===== src/rtl/sdram_cmd_pkg.sv =====
package sdram_cmd_pkg;
  typedef enum logic [3:0] {
    OP_NOP  = 4'd0,
    OP_ACT  = 4'd1,
    OP_RD   = 4'd2,
    OP_WR   = 4'd3,
    OP_BST  = 4'd4,
    OP_PRE  = 4'd5,
    OP_PREA = 4'd6,
    OP_REF  = 4'd7,
    OP_SREF = 4'd8,
    OP_LMR  = 4'd9
  } req_op_e;

  // {cs_n, ras_n, cas_n, we_n}
  localparam logic [3:0] PIN_INH = 4'b1111;
  localparam logic [3:0] PIN_NOP = 4'b0111;
  localparam logic [3:0] PIN_ACT = 4'b0011;
  localparam logic [3:0] PIN_RD  = 4'b0101;
  localparam logic [3:0] PIN_WR  = 4'b0100;
  localparam logic [3:0] PIN_BST = 4'b0110;
  localparam logic [3:0] PIN_PRE = 4'b0010;
  localparam logic [3:0] PIN_REF = 4'b0001;
  localparam logic [3:0] PIN_LMR = 4'b0000;
endpackage


===== src/rtl/sdram_cmd_map.sv =====
module sdram_cmd_map
  import sdram_cmd_pkg::*;
#(
  parameter int ROW_W  = 13,
  parameter int COL_W  = 11,
  parameter int BANK_W = 2,
  parameter int MODE_W = 12,
  parameter int AP_BIT = 10
) (
  input  req_op_e            op_i,
  input  logic [BANK_W-1:0]  bank_i,
  input  logic [ROW_W-1:0]   row_i,
  input  logic [COL_W-1:0]   col_i,
  input  logic               ap_i,
  input  logic [MODE_W-1:0]  mode_i,
  output logic [3:0]         pins_o,
  output logic               cke_o,
  output logic [BANK_W-1:0]  ba_o,
  output logic [ROW_W-1:0]   a_o
);
  logic [ROW_W-1:0] col_addr;

  // column bits skip the auto-precharge position
  always_comb begin
    col_addr = '0;
    col_addr[AP_BIT-1:0]     = col_i[AP_BIT-1:0];
    col_addr[AP_BIT]         = ap_i;
    col_addr[COL_W:AP_BIT+1] = col_i[COL_W-1:AP_BIT];
  end

  always_comb begin
    pins_o = PIN_NOP;
    cke_o  = 1'b1;
    ba_o   = '0;
    a_o    = '0;
    case (op_i)
      OP_ACT: begin
        pins_o = PIN_ACT;
        ba_o   = bank_i;
        a_o    = row_i;
      end
      OP_RD: begin
        pins_o = PIN_RD;
        ba_o   = bank_i;
        a_o    = col_addr;
      end
      OP_WR: begin
        pins_o = PIN_WR;
        ba_o   = bank_i;
        a_o    = col_addr;
      end
      OP_BST:  pins_o = PIN_BST;
      OP_PRE: begin
        pins_o = PIN_PRE;
        ba_o   = bank_i;
      end
      OP_PREA: begin
        pins_o    = PIN_PRE;
        a_o[AP_BIT] = 1'b1;
      end
      OP_REF:  pins_o = PIN_REF;
      OP_SREF: begin
        pins_o = PIN_REF;
        cke_o  = 1'b0;
      end
      OP_LMR: begin
        pins_o = PIN_LMR;
        a_o[MODE_W-1:0] = mode_i;
      end
      default: pins_o = PIN_NOP;
    endcase
  end
endmodule


===== src/rtl/sdram_lat_pipe.sv =====
module sdram_lat_pipe #(
  parameter int DEPTH = 5,
  parameter int POS_W = $clog2(DEPTH)
) (
  input  logic             clk_i,
  input  logic             rst_ni,
  input  logic             load_i,
  input  logic [POS_W-1:0] pos_i,
  output logic             out_o
);
  logic [DEPTH-1:0] q, nxt;

  // slot i reaches the output i edges after the load edge
  for (genvar i = 0; i < DEPTH; i++) begin : g_slot
    logic up;
    if (i == DEPTH - 1) begin : g_top
      assign up = 1'b0;
    end else begin : g_mid
      assign up = q[i+1];
    end
    assign nxt[i] = up | (load_i && (pos_i == POS_W'(i)));
  end

  always_ff @(posedge clk_i or negedge rst_ni) begin
    if (!rst_ni) q <= '0;
    else         q <= nxt;
  end

  assign out_o = q[0];
endmodule


===== src/rtl/sdram_cmd_enc.sv =====
module sdram_cmd_enc
  import sdram_cmd_pkg::*;
#(
  parameter int ROW_W    = 13,
  parameter int COL_W    = 11,
  parameter int BANK_W   = 2,
  parameter int MODE_W   = 12,
  parameter int CL_MIN   = 2,
  parameter int CL_MAX   = 3,
  parameter int CLF_LO   = 4,
  parameter int CLF_W    = 3,
  parameter int REG_DLY  = 1,
  parameter int DQM_LEAD = 2
) (
  input  logic              clk_i,
  input  logic              rst_ni,
  input  logic              req_valid_i,
  output logic              req_ready_o,
  input  logic [3:0]        req_op_i,
  input  logic [BANK_W-1:0] req_bank_i,
  input  logic [ROW_W-1:0]  req_row_i,
  input  logic [COL_W-1:0]  req_col_i,
  input  logic              req_ap_i,
  input  logic [MODE_W-1:0] req_mode_i,
  input  logic              req_mask_i,
  output logic              cs_n_o,
  output logic              ras_n_o,
  output logic              cas_n_o,
  output logic              we_n_o,
  output logic              cke_o,
  output logic [BANK_W-1:0] ba_o,
  output logic [ROW_W-1:0]  a_o,
  output logic              dqm_o,
  output logic              rd_valid_o
);
  localparam int CL_W   = $clog2(CL_MAX + 1);
  localparam int PIPE_D = CL_MAX + REG_DLY + 1;
  localparam int POS_W  = $clog2(PIPE_D);

  logic              init_q, sref_q, dqm_wr_q;
  logic [CL_W-1:0]   cl_q;
  logic [3:0]        pins_q;
  logic              cke_q;
  logic [BANK_W-1:0] ba_q;
  logic [ROW_W-1:0]  a_q;

  req_op_e           op;
  logic              accept;
  logic [3:0]        m_pins;
  logic              m_cke;
  logic [BANK_W-1:0] m_ba;
  logic [ROW_W-1:0]  m_a;
  logic [CLF_W-1:0]  cl_field;
  logic              cl_ok;
  logic              rd_load, rd_mask_load, dqm_rd;
  logic [POS_W-1:0]  rd_pos, dqm_pos;

  assign op          = req_op_e'(req_op_i);
  assign req_ready_o = init_q & ~sref_q;
  assign accept      = req_valid_i & req_ready_o;

  sdram_cmd_map #(
    .ROW_W (ROW_W),
    .COL_W (COL_W),
    .BANK_W(BANK_W),
    .MODE_W(MODE_W)
  ) u_map (
    .op_i  (op),
    .bank_i(req_bank_i),
    .row_i (req_row_i),
    .col_i (req_col_i),
    .ap_i  (req_ap_i),
    .mode_i(req_mode_i),
    .pins_o(m_pins),
    .cke_o (m_cke),
    .ba_o  (m_ba),
    .a_o   (m_a)
  );

  assign cl_field = req_mode_i[CLF_LO +: CLF_W];
  assign cl_ok    = (int'(cl_field) >= CL_MIN) && (int'(cl_field) <= CL_MAX);

  always_ff @(posedge clk_i or negedge rst_ni) begin
    if (!rst_ni) begin
      init_q   <= 1'b0;
      sref_q   <= 1'b0;
      cl_q     <= CL_W'(CL_MAX);
      pins_q   <= PIN_INH;
      cke_q    <= 1'b1;
      ba_q     <= '0;
      a_q      <= '0;
      dqm_wr_q <= 1'b0;
    end else begin
      init_q <= 1'b1;
      if (accept) begin
        pins_q   <= m_pins;
        cke_q    <= m_cke;
        ba_q     <= m_ba;
        a_q      <= m_a;
        sref_q   <= (op == OP_SREF);
        dqm_wr_q <= (op == OP_WR) && req_mask_i;
        if (op == OP_LMR && cl_ok) cl_q <= cl_field[CL_W-1:0];
      end else begin
        pins_q   <= PIN_NOP;
        ba_q     <= '0;
        a_q      <= '0;
        dqm_wr_q <= 1'b0;
        // a waiting request pulls the device out of self refresh
        cke_q    <= sref_q ? req_valid_i : 1'b1;
        if (sref_q && req_valid_i) sref_q <= 1'b0;
      end
    end
  end

  assign rd_load      = accept && (op == OP_RD);
  assign rd_mask_load = rd_load && req_mask_i;
  assign rd_pos       = POS_W'(int'(cl_q) + REG_DLY);
  assign dqm_pos      = POS_W'(int'(cl_q) - DQM_LEAD);

  sdram_lat_pipe #(.DEPTH(PIPE_D), .POS_W(POS_W)) u_rd_pipe (
    .clk_i (clk_i),
    .rst_ni(rst_ni),
    .load_i(rd_load),
    .pos_i (rd_pos),
    .out_o (rd_valid_o)
  );

  sdram_lat_pipe #(.DEPTH(PIPE_D), .POS_W(POS_W)) u_dqm_pipe (
    .clk_i (clk_i),
    .rst_ni(rst_ni),
    .load_i(rd_mask_load),
    .pos_i (dqm_pos),
    .out_o (dqm_rd)
  );

  assign {cs_n_o, ras_n_o, cas_n_o, we_n_o} = pins_q;
  assign cke_o = cke_q;
  assign ba_o  = ba_q;
  assign a_o   = a_q;
  assign dqm_o = dqm_wr_q | dqm_rd;
endmodule


===== config.mk =====
export PLATFORM = sky130hd
export DESIGN_NAME = sdram_cmd_enc
export DESIGN_NICKNAME = d
export VERILOG_FILES = /design/src/rtl/sdram_cmd_pkg.sv /design/src/rtl/sdram_cmd_map.sv /design/src/rtl/sdram_lat_pipe.sv /design/src/rtl/sdram_cmd_enc.sv
export SDC_FILE = /design/constraint.sdc
export NUM_CORES = 1
export LEC_CHECK = 0
export ABC_AREA = 1
export BUFFER_PORTS_ARGS = -buffer_cell sky130_fd_sc_hd__buf_4
export CAP_MARGIN = 20
export CELL_PAD_IN_SITES_DETAIL_PLACEMENT = 1
export CELL_PAD_IN_SITES_GLOBAL_PLACEMENT = 1
export CORE_MARGIN = 10
export CORE_UTILIZATION = 33
export DETAILED_ROUTE_END_ITERATION = 10
export PLACE_DENSITY = 0.74
export SLEW_MARGIN = 10
export SYNTH_ARGS = -nofsm -noshare
export SYNTH_HDL_FRONTEND = slang
export SYNTH_SLANG_ARGS = --single-unit

===== constraint.sdc =====
create_clock -name clk_i -period 1.3 [get_ports clk_i]
set_input_delay 0.195 -clock clk_i [delete_from_list [all_inputs] [get_ports clk_i]]
set_output_delay 0.195 -clock clk_i [all_outputs]
set_load 0.005 [all_outputs]

==> reports/results.txt, run 1 <==
Area post-placement: 2270 um2
Worst Setup Start Kind: register
Measured slew at the worst slew-check pin: 0.553 ns
Largest family of logic cells by synthesized area: simple AND/OR/NAND/NOR gates
Via count: 1555
Min Tclk post-route: 1.22 ns
Pwr Total: 2.46 mW
Kind of critical path: register to primary output
CP max FO: 1
DRT iter0 DRCs: 53
Post-DRT Antenna Nets: 0
All-Layer GR Usage: 0.121
Synth-to-Final Area Change: 41.6%
Clock Path Buffers: 2
Worst VDD drop: 384 uV
WL per Instance: 14.7 um
DRC viols: 0
Compound-Gate Fraction of Synth Area: 0.00963
Setup TNS: 0 ns
Worst Skew: 0.0104 ns
Synth area leaders: dfrtp_1 (41%), nand3_1 (17%), dfstp_2 (11%), nand2_1 (10%), inv_1 (5.8%)
MaxCap Viol Count: 0
Outcome: finished clean
Core footprint: 4850 um2
CTS clk-pin slew, worst paths: 0.07 ns
Sequential area share after synthesis: 0.524
CTS Sinks: 35
Fmax: 821 MHz
Top cell type's share of synthesized area: 0.415
Initial antenna violation count: 0
CP Data Arrival Time: 1.02 ns
Via/cell ratio: 4.53
IO Count: 70
Ys async rst share: 1.00
Leakage power: 1.32 nW
Post-synth top cells: nand3_1 (56), nand2_1 (45), dfrtp_1 (28)
RSZ-0062 raised after global routing: no
Main synth FF type: dfrtp_1
Die height: 91.5 um
Finished Cell Area: 2390 um2
Worst path max stage delay: 0.37 ns
#FFs+latches synth: 35
Gpl congestion: 0.843
DRT Wirelength: 5.05 mm
First-pass iteration count of the detailed router: 3
Final setup fails: 0
Die ar.: 8380 um2
Post-Synth XOR/XNOR Area: 0
CTS tree: done
Worst-Skew Late Latency: 0.29 ns
Post-synthesis adder-cell area fraction: 0
Crit. End Element: primary output
Synthesized area: 1690 um2
Slew Limit Fails: 0
Worst Path Buf+Inv: 1
CTS H-tree depth: 2
Vias in the first global route: 1663
Cell area power density: 1030 nW/um2
Min-delay worst type: input port to register
Ratio of cells with drive above 1 in the final layout: 0.355
Starting density of the core: 0.348
Yosys warnings: 0
Req. time, crit path: 1.11 ns
Simple-gate portion of the synthesized area: 0.344
Post-synth EDFFs: 0
Crit share post-route: 0.937
Post-DP HPWL: 4.05 mm
Slowest library cell on the worst path: dfrtp_1
Top delay family on crit path: flip-flops
Number of inserted diodes: 0
Post-Syn Area per Cell: 8.24 um2
# fillers: 616
Cts bufs inserted: 5
Most common cell in the netlist: nand3_1
Leading area contributor after synthesis: dfrtp_1
Die width: 91.5 um
CTS root buf: clkbuf_8
Largest net degree at the start of global routing: 36
Total gr overflow: 0
Port bufs: 69
Count of cell types in the netlist: 20
Fin nets: 322
First-pass GRT wire length: 8.27 mm
Rel. slew slack: 0.631
Rows: 25
Final hold viol count: 0
Cell count after synthesis: 205
Worst path cell trace: or2_4 > buf_4
Mux contribution to synthesized area: 0
## what timing repair did
| action | CTS | global route |
|---|---|---|
| gates resized for setup | 0 | 1 |
| buffers inserted | 0 | 0 |
| hold buffers | 1 | 0 |
| setup endpoints to repair | 0 | 1 |
| endpoints found under the hold margin | 28 | 0 |
## tightest hold or removal path: cells and delay by family
| family | cells | cell delay [ns] |
|---|---|---|
| buffers and inverters | 1 | 0.10 |
| AND/OR/NAND/NOR | 2 | 0.09 |
## path summary, 6_finish.rpt
| path | depth (start not counted) | slack, ns | endpoint | start |
|---|---|---|---|---|
| worst max register to register | 6 | 0.19 | a_o[12] | sref_q |
| min in group asynchronous | 2 | 0.39 | u_dqm_pipe.q[0] | rst_ni |
| worst min-delay path | 3 | 0.13 | ba_o[1] | req_bank_i[1] |
| worst max-delay path | 2 | 0.08 | dqm_o | u_dqm_pipe.q[0] |
| max in group asynchronous | 2 | 0.56 | pins_q[0] | rst_ni |
| worst min register to register | 0 | 0.35 | u_rd_pipe.q[0] | u_rd_pipe.q[1] |
## cells by family after synthesis
family | count (synthesis)
buffers and inverters | 42
other | 2
AND/OR/NAND/NOR | 123
flip-flops | 35
AO/OA/AOI/OAI | 3
## area by class of cell
class                           instances  area [um2]  share of cell area
Timing Repair Buffer                   75         591               0.247
Multi-Input combinational cell        129         612               0.256
Clock buffer                            5        68.8              0.0288
Sequential cell                        35         885               0.370
Clock inverter                          3        43.8              0.0183
Tap cell                               67        83.8              0.0350
Inverter                               29         109              0.0455
## through the flow
step / setup slack [ns] / hold WS [ns] / std cells / utilization
6_report: 0.0820 / 0.135 / 343 / 0.493
5_1_grt: 0.0453 / 0.130 / 343 / 0.493
4_1_cts: 0.0158 / 0.125 / 343 / 0.493
3_5_place_dp: 0.0302 / 0.175 / 334 / 0.468
3_3_place_gp: 0.0928 / 0.168 / 334 / 0.468
2_1_floorplan: 0.230 / -0.101 / 206 / -
## state kept, by name, summed over array words and instances, names as in the netlist
signal        cells
pins_q            4
u_rd_pipe.q       5
ba_o              2
cke_o             1
sref_q            1
cl_q              2
u_dqm_pipe.q      5
dqm_wr_q          1
init_q            1
a_o              13
## routing by layer
layer	up-vias	wire length (um)	GRT usage	share of wire
li1	783	-	-	-
met1	730	2150	0.138	0.43
met2	37	2570	0.209	0.51
met4	0	70	0.0431	0.014
met3	5	260	0.0354	0.052
met5	-	0	0	0
## power breakdown
part | switching (mW) | leakage (nW) | internal (mW) | total (mW)
Clock | 0.405 | 0.0581 | 0.571 | 0.975
Sequential | 0.0104 | 0.449 | 1.12 | 1.13
Combinational | 0.175 | 0.811 | 0.171 | 0.345
## cells in the final DEF (no fill, tap or decap)
cell type	instances
buf_12	2
buf_4	72
bufinv_16	1
clkbuf_8	5
clkinv_2	1
clkinv_4	1
conb_1	3
dfrtp_1	28
dfstp_2	7
dlygate4sd3_1	1
inv_1	26
inv_2	3
nand2_1	45
nand3_1	56
nand3_4	1
nand4_1	5
nor2_1	10
nor2_2	2
nor2_4	2
nor3_1	1
o21ai_0	2
o22ai_1	1
or2_4	1
Power figures use the tool's default switching activity.
==> run 2: changes to the inputs <==
- CORE_MARGIN: 10 -> 2
==> run 2 against run 1 <==
Effect of this change:
- combinational power about the same
- clock skew decreased by 0.0055 ns
- die area decreased by 32%
- power decreased by 9.1%
- setup slack got worse by 0.032 ns
- cell count increased by 1.2%
- first-iteration DRC count decreased by 15%
- critical path type unchanged
- largest power group unchanged
==> reports/results.txt, run 2 (synthesis results as in run 1) <==
# fillers: 659 (+7.0%)
RSZ-0062 raised after global routing: no
Leakage power: 1.30 nW (-1.1%)
CTS H-tree depth: 2 (unchanged)
Slew Limit Fails: 0 (unchanged)
Worst Skew: 0.00494 ns (-0.00548 ns)
Worst-Skew Late Latency: 0.28 ns (about the same)
CP max FO: 1 (unchanged)
Postcts setup bufs: 0 (unchanged)
MaxCap Viol Count: 0 (unchanged)
Min Tclk post-route: 1.25 ns (+0.0318 ns)
DRT Wirelength: 4.38 mm (-13%)
First-pass GRT wire length: 6.84 mm (-17%)
Final hold viol count: 0 (unchanged)
Req. time, crit path: 1.11 ns (about the same)
Rel. slew slack: 0.643 (+0.0121)
Gpl congestion: 0.828 (-1.8%)
Worst path cell trace: or2_2 > buf_4
Crit share post-route: 0.961 (+0.0244)
Post-CTS sizing: 0 (unchanged)
CTS clk-pin slew, worst paths: 0.07 ns (about the same)
HP Start: req_valid_i
Vias in the first global route: 1554 (-6.6%)
Synth-to-Final Area Change: 39.6%
Core footprint: 5010 um2 (+3.3%)
Kind of critical path: register to primary output
IO Count: 70 (unchanged)
Via count: 1606 (+3.3%)
Slowest library cell on the worst path: dfrtp_1
CTS tree: done
Multi-input combinational cell area: 609 um2 (-0.41%)
Die ar.: 5710 um2 (-32%)
All-Layer GR Usage: 0.162 (+0.0413)
CTS root buf: clkbuf_8
Worst path max stage delay: 0.35 ns (-0.02 ns)
Fin cells: 347 (+1.2%)
Outcome: finished clean
Most common cell after layout, fill and taps aside: buf_4
Post-Place Cells: 338 (+1.2%)
Rows: 26 (+4.0%)
Setup TNS: 0 ns (unchanged)
Die width: 75.5 um (-17%)
Initial antenna violation count: 0 (unchanged)
DRC viols: 0 (unchanged)
Cell area power density: 947 nW/um2 (-7.8%)
Largest net degree at the start of global routing: 36 (unchanged)
Critical Path Start: u_dqm_pipe.q[0]
Total gr overflow: 0 (unchanged)
First-pass iteration count of the detailed router: 4 (+1)
Largest register FFs: 13 (unchanged)
Starting density of the core: 0.337 (-0.0112)
CTS Sinks: 35 (unchanged)
Via/cell ratio: 4.63 (+2.1%)
Die height: 75.5 um (-17%)
Sequential Area: 885 um2 (unchanged)
Pwr Total: 2.23 mW (-9.1%)
Fin nets: 323 (+0.31%)
Most frequent cells in the layout: buf_4 (74), nand3_1 (56), nand2_1 (45), dfrtp_1 (28), inv_1 (26)
Crit. End Element: primary output
Ratio of cells with drive above 1 in the final layout: 0.350 (-0.00489)
Clock Path Buffers: 2 (unchanged)
Fmax: 800 MHz (-2.5%)
Measured slew at the worst slew-check pin: 0.534 ns (-0.0188 ns)
Worst Setup Start Kind: register
Port bufs: 69 (unchanged)
DRT iter0 DRCs: 45 (-15%)
Number of inserted diodes: 0 (unchanged)
CP Data Arrival Time: 1.05 ns (+0.03 ns)
Final setup fails: 0 (unchanged)
Cts bufs inserted: 5 (unchanged)
Post-DP HPWL: 3.35 mm (-17%)
Reg2reg start: sref_q
WL per Instance: 12.6 um (-14%)
Min-delay worst type: input port to register
Worst VDD drop: 394 uV (+2.5%)
Post-DRT Antenna Nets: 0 (unchanged)
## run 2: power by group
part / switching [mW] / total (mW) / internal [mW]
sequential: 0.0103 / 1.13 / 1.12
clock: 0.379 / 0.755 / 0.376
combinational: 0.175 / 0.342 / 0.167
total: 0.564 / 2.23 / 1.67
## run 2: worst paths after layout
| path | end | slack [ns] | cells after the start |
|---|---|---|---|
| min in group asynchronous | dqm_wr_q | 0.39 | 2 |
| worst min-delay path | sref_q | 0.13 | 2 |
| worst max register to register | a_o[12] | 0.16 | 6 |
| worst max-delay path | dqm_o | 0.05 | 2 |
| worst min register to register | u_dqm_pipe.q[3] | 0.35 | 0 |
| max in group asynchronous | pins_q[3] | 0.55 | 2 |
## run 2: routing by layer
layer | up-vias | part of all wire | global-route usage
met4 | 0 | 0.019 | 0.0604
met2 | 40 | 0.50 | 0.253
met1 | 769 | 0.44 | 0.213
met3 | 7 | 0.042 | 0.0503
li1 | 790 | - | -
met5 | - | 0 | 0
## run 2: critical path, delay by kind of cell, from the launching register on
| kind | cells | cell delay, ns |
|---|---|---|
| buffers and inverters | 1 | 0.13 |
| flip-flops | 1 | 0.35 |
| AND/OR/NAND/NOR | 1 | 0.28 |
## run 2: area by class of cell
| type | instances | area share |
|---|---|---|
| Timing Repair Buffer | 76 | 0.248 |
| Inverter | 29 | 0.0462 |
| Clock inverter | 1 | 0.00212 |
| Clock buffer | 7 | 0.0324 |
| Sequential cell | 35 | 0.375 |
| Multi-Input combinational cell | 129 | 0.258 |
| Tap cell | 70 | 0.0372 |
## run 2: repair_timing
item / 4_1_cts / 5_1_grt
hold buffers: 1 / 0
endpoints found under the setup margin: 0 / 0
endpoints found under the hold margin: 28 / 0
## run 2: through the flow
step                utilization  worst slack (ns)  cell area [um2]  hold WS (ns)
floorplan                     -             0.230             1690        -0.101
global placement          0.452            0.0880             2270         0.175
detailed placement        0.452            0.0490             2270         0.178
CTS                       0.471            0.0374             2360         0.131
global route              0.471           0.00225             2360         0.126
finish                    0.471            0.0503             2360         0.134
